--- src/rtl/psfb_pkg.sv ---
package psfb_pkg;

  // Drive pair of one bridge leg: hi = upper switch, lo = lower switch.
  typedef struct packed {
    logic hi;
    logic lo;
  } leg_drive_t;

  localparam int NUM_LEGS = 2;

endpackage

--- src/rtl/psfb_rst_sync.sv ---
module psfb_rst_sync (
  input  logic clk,
  input  logic rst_n,
  output logic rst_sync_n
);

  logic [1:0] sync_q;

  always_ff @(posedge clk or negedge rst_n) begin
    if (!rst_n) sync_q <= 2'b00;
    else        sync_q <= {sync_q[0], 1'b1};
  end

  assign rst_sync_n = sync_q[1];

endmodule

--- src/rtl/psfb_timebase.sv ---
module psfb_timebase #(
  parameter int CNT_W   = 8,
  parameter int PH_W    = 8,
  parameter int ZERO_TH = 16
) (
  input  logic             clk,
  input  logic             rst_n,
  input  logic [CNT_W-1:0] period_len,
  input  logic [PH_W-1:0]  phase_cmd,
  output logic [CNT_W-1:0] cnt,
  output logic [CNT_W-1:0] half,
  output logic [CNT_W-1:0] shift,
  output logic             wrap
);

  localparam int MW = ((PH_W > CNT_W) ? PH_W : CNT_W) + 1;

  logic [CNT_W-1:0] half_raw;
  logic [CNT_W-1:0] last;
  logic [CNT_W-1:0] cnt_nxt;
  logic [CNT_W-1:0] shift_nxt;
  logic [MW-1:0]    cmd_w;
  logic [MW-1:0]    excess;

  // Half period, floored at two clocks.
  always_comb begin
    half_raw = {1'b0, period_len[CNT_W-1:1]};
    half     = (half_raw < CNT_W'(2)) ? CNT_W'(2) : half_raw;
    last     = {half[CNT_W-2:0], 1'b0} - CNT_W'(1);
    wrap     = (cnt >= last);
  end

  always_comb begin
    cnt_nxt = wrap ? '0 : cnt + CNT_W'(1);
  end

  // Phase command to shift in clocks: dead zone, offset, clamp.
  always_comb begin
    cmd_w  = MW'(phase_cmd);
    excess = cmd_w - MW'(ZERO_TH);
    if (cmd_w < MW'(ZERO_TH))      shift_nxt = '0;
    else if (excess > MW'(half))   shift_nxt = half;
    else                           shift_nxt = excess[CNT_W-1:0];
  end

  always_ff @(posedge clk or negedge rst_n) begin
    if (!rst_n) cnt <= '0;
    else        cnt <= cnt_nxt;
  end

  always_ff @(posedge clk or negedge rst_n) begin
    if (!rst_n)    shift <= '0;
    else if (wrap) shift <= shift_nxt;
  end

  assert_shift_clamped_R8: assert property (@(posedge clk) disable iff (!rst_n)
    wrap |=> (shift <= $past(half)));

  assert_dead_zone_R7: assert property (@(posedge clk) disable iff (!rst_n)
    (wrap && (MW'(phase_cmd) < MW'(ZERO_TH))) |=> (shift == '0));

  assert_shift_hold_R9: assert property (@(posedge clk) disable iff (!rst_n)
    !wrap |=> $stable(shift));

endmodule

--- src/rtl/psfb_dead_gate.sv ---
module psfb_dead_gate #(
  parameter int CNT_W = 8
) (
  input  logic             clk,
  input  logic             rst_n,
  input  logic             clr,
  input  logic             raw,
  input  logic [CNT_W-1:0] dead,
  output logic             gate
);

  logic [CNT_W-1:0] age;
  logic [CNT_W-1:0] age_nxt;

  // age counts the cycles raw has already been high, saturating.
  always_comb begin
    if (clr || !raw)    age_nxt = '0;
    else if (&age)      age_nxt = age;
    else                age_nxt = age + CNT_W'(1);
    gate = raw && !clr && (age >= dead);
  end

  always_ff @(posedge clk or negedge rst_n) begin
    if (!rst_n) age <= '0;
    else        age <= age_nxt;
  end

endmodule

--- src/rtl/psfb_leg.sv ---
module psfb_leg
  import psfb_pkg::*;
#(
  parameter int CNT_W = 8
) (
  input  logic             clk,
  input  logic             rst_n,
  input  logic             force_low,
  input  logic [CNT_W-1:0] pos,
  input  logic [CNT_W-1:0] half,
  input  logic [CNT_W-1:0] dead,
  output leg_drive_t       drv
);

  logic [1:0] raw;
  logic [1:0] gate;
  leg_drive_t drv_nxt;

  assign raw[1] = (pos < half);
  assign raw[0] = !raw[1];

  for (genvar s = 0; s < 2; s++) begin : g_side
    psfb_dead_gate #(.CNT_W(CNT_W)) i_gate (
      .clk   (clk),
      .rst_n (rst_n),
      .clr   (force_low),
      .raw   (raw[s]),
      .dead  (dead),
      .gate  (gate[s])
    );
  end

  always_comb begin
    drv_nxt.hi = gate[1] && !force_low;
    drv_nxt.lo = gate[0] && !force_low;
  end

  always_ff @(posedge clk or negedge rst_n) begin
    if (!rst_n) drv <= '0;
    else        drv <= drv_nxt;
  end

  assert_no_overlap_R2: assert property (@(posedge clk) disable iff (!rst_n)
    !(drv.hi && drv.lo));

  assert_hi_turn_on_gap_R6: assert property (@(posedge clk) disable iff (!rst_n)
    $rose(drv.hi) |-> !$past(drv.lo));

  assert_lo_turn_on_gap_R6: assert property (@(posedge clk) disable iff (!rst_n)
    $rose(drv.lo) |-> !$past(drv.hi));

endmodule

--- src/rtl/psfb_pwm.sv ---
module psfb_pwm
  import psfb_pkg::*;
#(
  parameter int CNT_W   = 8,
  parameter int PH_W    = 8,
  parameter int DT_W    = 4,
  parameter int ZERO_TH = 16
) (
  input  logic             clk,
  input  logic             rst_n,
  input  logic [CNT_W-1:0] period_len,
  input  logic [PH_W-1:0]  phase_cmd,
  input  logic [DT_W-1:0]  dead_ab,
  input  logic [DT_W-1:0]  dead_cd,
  input  logic             force_low,
  output logic             out_a,
  output logic             out_b,
  output logic             out_c,
  output logic             out_d,
  output logic             period_start
);

  logic             rst_sync_n;
  logic [CNT_W-1:0] cnt;
  logic [CNT_W-1:0] half;
  logic [CNT_W-1:0] shift;
  logic             wrap;
  logic [CNT_W:0]   pos_wide;
  logic [CNT_W-1:0] pos   [NUM_LEGS];
  logic [CNT_W-1:0] dead  [NUM_LEGS];
  leg_drive_t       drv   [NUM_LEGS];
  logic             strobe_nxt;

  psfb_rst_sync i_rst_sync (
    .clk        (clk),
    .rst_n      (rst_n),
    .rst_sync_n (rst_sync_n)
  );

  psfb_timebase #(.CNT_W(CNT_W), .PH_W(PH_W), .ZERO_TH(ZERO_TH)) i_timebase (
    .clk        (clk),
    .rst_n      (rst_sync_n),
    .period_len (period_len),
    .phase_cmd  (phase_cmd),
    .cnt        (cnt),
    .half       (half),
    .shift      (shift),
    .wrap       (wrap)
  );

  // Lagging leg position: (cnt - shift) mod 2*half.
  always_comb begin
    pos_wide = {1'b0, cnt} - {1'b0, shift};
    if (cnt < shift) pos_wide = pos_wide + {half, 1'b0};
    pos[0] = cnt;
    pos[1] = pos_wide[CNT_W-1:0];
  end

  // Zero dead time is raised to the one-clock minimum.
  always_comb begin
    dead[0] = (dead_ab == '0) ? CNT_W'(1) : CNT_W'(dead_ab);
    dead[1] = (dead_cd == '0) ? CNT_W'(1) : CNT_W'(dead_cd);
  end

  for (genvar g = 0; g < NUM_LEGS; g++) begin : g_leg
    psfb_leg #(.CNT_W(CNT_W)) i_leg (
      .clk       (clk),
      .rst_n     (rst_sync_n),
      .force_low (force_low),
      .pos       (pos[g]),
      .half      (half),
      .dead      (dead[g]),
      .drv       (drv[g])
    );
  end

  assign strobe_nxt = (cnt == '0);

  always_ff @(posedge clk or negedge rst_sync_n) begin
    if (!rst_sync_n) period_start <= 1'b0;
    else             period_start <= strobe_nxt;
  end

  assign out_a = drv[0].hi;
  assign out_b = drv[0].lo;
  assign out_c = drv[1].hi;
  assign out_d = drv[1].lo;

  assert_strobe_single_R1: assert property (@(posedge clk) disable iff (!rst_sync_n)
    period_start |=> !period_start);

  assert_force_low_R10: assert property (@(posedge clk) disable iff (!rst_sync_n)
    force_low |=> !(out_a || out_b || out_c || out_d));

  assert_reset_quiet_R11: assert property (@(posedge clk)
    !rst_n |-> !(out_a || out_b || out_c || out_d || period_start));

endmodule

--- config.mk ---
export PLATFORM = sky130hd
export DESIGN_NAME = psfb_pwm
export DESIGN_NICKNAME = d
export VERILOG_FILES = /design/src/rtl/psfb_pkg.sv /design/src/rtl/psfb_rst_sync.sv /design/src/rtl/psfb_timebase.sv /design/src/rtl/psfb_dead_gate.sv /design/src/rtl/psfb_leg.sv /design/src/rtl/psfb_pwm.sv
export SDC_FILE = /design/constraint.sdc
export NUM_CORES = 1
export LEC_CHECK = 0
export BUFFER_PORTS_ARGS = -buffer_cell sky130_fd_sc_hd__buf_2
export CELL_PAD_IN_SITES_DETAIL_PLACEMENT = 1
export CELL_PAD_IN_SITES_GLOBAL_PLACEMENT = 1
export CORE_MARGIN = 5
export CORE_UTILIZATION = 43
export DETAILED_ROUTE_END_ITERATION = 8
export PLACE_DENSITY = 0.82
export RECOVER_POWER = 50
export SLEW_MARGIN = 15
export SYNTH_ARGS = -nofsm -noshare
export SYNTH_HDL_FRONTEND = slang
export SYNTH_SLANG_ARGS = --single-unit
--- constraint.sdc ---
create_clock -name clk -period 1.7 [get_ports clk]
set_input_delay 0.085 -clock clk [delete_from_list [all_inputs] [get_ports clk]]
set_output_delay 0.085 -clock clk [all_outputs]
set_load 0.01 [all_outputs]
==> metrics.csv <==
stage,metric,value,unit
detailed_routing,vias,4693,
critical_path,Crit. End Element,flip-flop,
yosys,cell taking the most area after synthesis,dfrtp_1,
yosys,#FFs+latches synth,55,
global_routing,largest net degree at the start of global routing,54,
global_routing,total gr overflow,0,
critical_path,"critical path fanouts, max",9,
cts,clock-pin slew on the worst setup and hold paths,0.11,ns
critical_path,CP Data Required Time,1.89,ns
global_routing,initial antenna violation count,0,
yosys,number of synthesized flops with an enable pin,0,
layout,diode count,0,
critical_path,reg-to-reg endpoint,g_leg[1].i_leg.g_side[0].i_gate.age[1],
run_status,outcome,"complete, but fails checks",
placed_design,port bufs,30,
critical_path,Worst setup SP type,flip-flop,
floorplanning,IO Count,32,
sta,Final Hold Vio Count,0,
yosys,Syn Area/Cell,9.20,um^2
yosys,mux share of post-synthesis cell area,0.0302,
run_status,failing checks,setup timing,
yosys,asr flop ratio synth,1.00,
yosys,"Distinct cells, synth",63,
sta,Max-slew headroom,0.170,
floorplanning,Die H,111,um
critical_path,CP arrival,4.25,ns
detailed_routing,DRC Markers,0,
floorplanning,die area,12200,um^2
job,Max Cap Violations,0,
global_routing,Global Route Usage Sum,0.280,
yosys,Synthesized Nets,566,
global_routing,first-pass GRT wire length,27500,um
yosys,Adder-Cell Fraction of Synth Area,0.193,
yosys,area share of the largest cell type after synthesis,0.316,
placed_design,worst slack at placement,-2.37,ns
detailed_routing,DR iter-0 viols,311,
cts,Root Buffer,clkbuf_8,
floorplanning,Starting Density,0.443,
critical_path,reg2reg path depth,20,
cts,Skew-Pair Late Insertion Delay,0.33,ns
layout,P&R area growth vs syn,43.6,%
sta,FMAX,246,MHz
sta,pins over their slew limit,0,
yosys,top post-synthesis cells by count,"ha_1 (64), dfrtp_1 (55), inv_1 (42)",
floorplanning,core area,9820,um^2
critical_path,critical path cell sequence,inv_2 -> ha_4 -> inv_2 -> fa_2 -> a21o_1 -> a21oi_4 -> xnor2_4 -> ha_4 -> inv_4 -> o21bai_4 -> a21oi_2 -> xnor2_1 -> o21ai_1 -> ha_1 -> o2111ai_2 -> a21oi_2 -> a221oi_4 -> and3_4 -> buf_12 -> nor3_1,
cts,CTS buffer count,5,
yosys,"count leader, synth",ha_1,
yosys,register area share after synthesis,0.316,
sta,fin worst setup slack,-2.36,ns
cts,CTS tree,built,
sta,RSZ-0062 raised after global routing,true,
placed_design,DP HPWL,11100,um
yosys,Post-Syn Area,4350,um^2
global_routing,met3 usage,0.0460,
detailed_routing,Vias/cell,6.26,
layout,fill cell count,1135,
floorplanning,# rows,36,
hold_path,min-delay worst type,in2async,
yosys,largest family of logic cells by synthesized area,adder cells,
yosys,ys flop type,dfrtp_1,
detailed_routing,final WL,19500,um
detailed_routing,1st-pass router iterations,6,
sta,worst slew pin tran,1.25,ns
global_routing,GRT busiest layer,met2,
yosys,yosys warns,0,
sta,fin crit share,2.39,
cts,CTS Sinks,55,
layout,Final #Nets,709,
global_routing,vias in the first global route,5016,
global_routing,met1 Use GR,0.311,
critical_path,slowest CP cell,dfrtp_1,
detailed_routing,Detail Route Antenna Nets,0,
critical_path,Setup CP Type,reg2reg,
sta,clk_skew,0.00849,ns
yosys,Synth Area in Simple Gates,0.185,
placed_design,RD Place Congestion,0.876,
cts,CTS Buffer Depth,2,
yosys,Compound-Gate Fraction of Synth Area,0.168,
critical_path,Critical Path Max Stage Delay,0.43,ns
critical_path,Reg2Reg Launch Point,i_timebase.cnt[0],
yosys,synth top area cells,"dfrtp_1 (32%), ha_1 (18%), inv_1 (3.6%), a21oi_1 (3.5%), xnor2_1 (3.2%)",
global_routing,GR Util met2,0.521,
sta,count of final setup violators,52,
detailed_routing,drt wl/cell,26.0,um
floorplanning,Die Wd,111,um
yosys,Post-Synth XOR/XNOR Area,0.0564,
sta,fin crit period,4.06,ns
layout,share of layout cells above drive strength 1,0.397,
yosys,Post-Syn Instances,473,
critical_path,R2R Setup Slk,-2.36,ns
cts,H-tree depth,2,
-- stage by stage --
step	utilization	hold WS, ns	setup TNS (ns)	instances	instance area, um^2
floorplan	-	-0.211	-50.76	473	4520
global placement	0.564	-0.130	-69.59	722	5540
detailed placement	0.564	-0.126	-78.39	722	5540
CTS	0.611	0.0526	-58.79	743	6000
global route	0.636	0.0788	-69.80	750	6250
finish	0.636	0.0630	-64.78	750	6250
-- sequential cells by signal (all words and copies together), names as in the netlist --
register                       flops
i_timebase.cnt                     8
period_start                       1
g_leg.i_leg.drv                    4
i_timebase.shift                   8
i_rst_sync.sync_q                  2
g_leg.i_leg.g_side.i_gate.age     32
-- layer usage --
metal,vias up,routed length (um)
met1,2335,7370
met5,-,0
met2,253,9790
li1,2013,-
met3,92,1070
met4,0,1250
-- worst max-delay path: cells and delay by family, from the launching register on --
family	cells	cell delay (ns)
compound gates	8	1.37
fa+ha+maj	4	1.10
flops	1	0.43
buf+inv	4	0.37
xor+xnor	2	0.34
simple gates	2	0.32
-- cell type report --
class	count	area (um^2)	share of cell area
multi-input cells	363	3300	0.528
repair buffers	148	1120	0.180
well taps	133	166	0.0266
clock buffers	5	68.8	0.0110
inverters	43	164	0.0262
flip-flops and latches	55	1380	0.221
clock inverters	3	46.3	0.00741
-- cell families after synthesis --
logic type | after synthesis
AND/OR/NAND/NOR | 147
flip-flops | 55
adder cells (fa/ha/maj) | 66
XOR/XNOR | 28
other | 1
buffers and inverters | 55
multiplexers | 13
AO/OA/AOI/OAI | 108
-- worst max path at each step --
stage | startpoint | to | cells past startpoint
3_5_place_dp | i_timebase.cnt[0] | g_leg[1].i_leg.g_side[1].i_gate.age[7] | 17
5_1_grt | i_timebase.cnt[0] | g_leg[1].i_leg.g_side[1].i_gate.age[4] | 19
3_3_place_gp | i_timebase.cnt[0] | g_leg[1].i_leg.g_side[1].i_gate.age[7] | 17
2_1_floorplan | i_timebase.cnt[0] | g_leg[1].i_leg.g_side[0].i_gate.age[0] | 20
6_report | i_timebase.cnt[0] | g_leg[1].i_leg.g_side[0].i_gate.age[1] | 20
4_1_cts | i_timebase.cnt[0] | g_leg[1].i_leg.g_side[0].i_gate.age[2] | 20
-- timing repair --
item                                    4_1_cts  5_1_grt
pin swaps                                    35       13
endpoints found under the hold margin         2        0
endpoints found under the setup margin       53       53
buffers inserted                             13        8
hold buffers                                  1        0
resized for setup                            51       47
-- cells in the final DEF, fill, tap and decap left out, types with 11 or more instances in the layout --
| cell type | count |
|---|---|
| dfrtp_1 | 53 |
| nand2_1 | 11 |
| xnor2_1 | 11 |
| a21oi_1 | 22 |
| nand3_1 | 24 |
| mux2i_1 | 12 |
| buf_2 | 29 |
| o21ai_0 | 17 |
| ha_1 | 54 |
| xor2_1 | 11 |
| and3_1 | 13 |
| nor3_1 | 12 |
| buf_4 | 102 |
| nor2_1 | 15 |
| inv_1 | 37 |
| buf_6 | 11 |
Power is not shown: default switching activity piles up to over one toggle a cycle in this logic, so the estimate is an artifact.
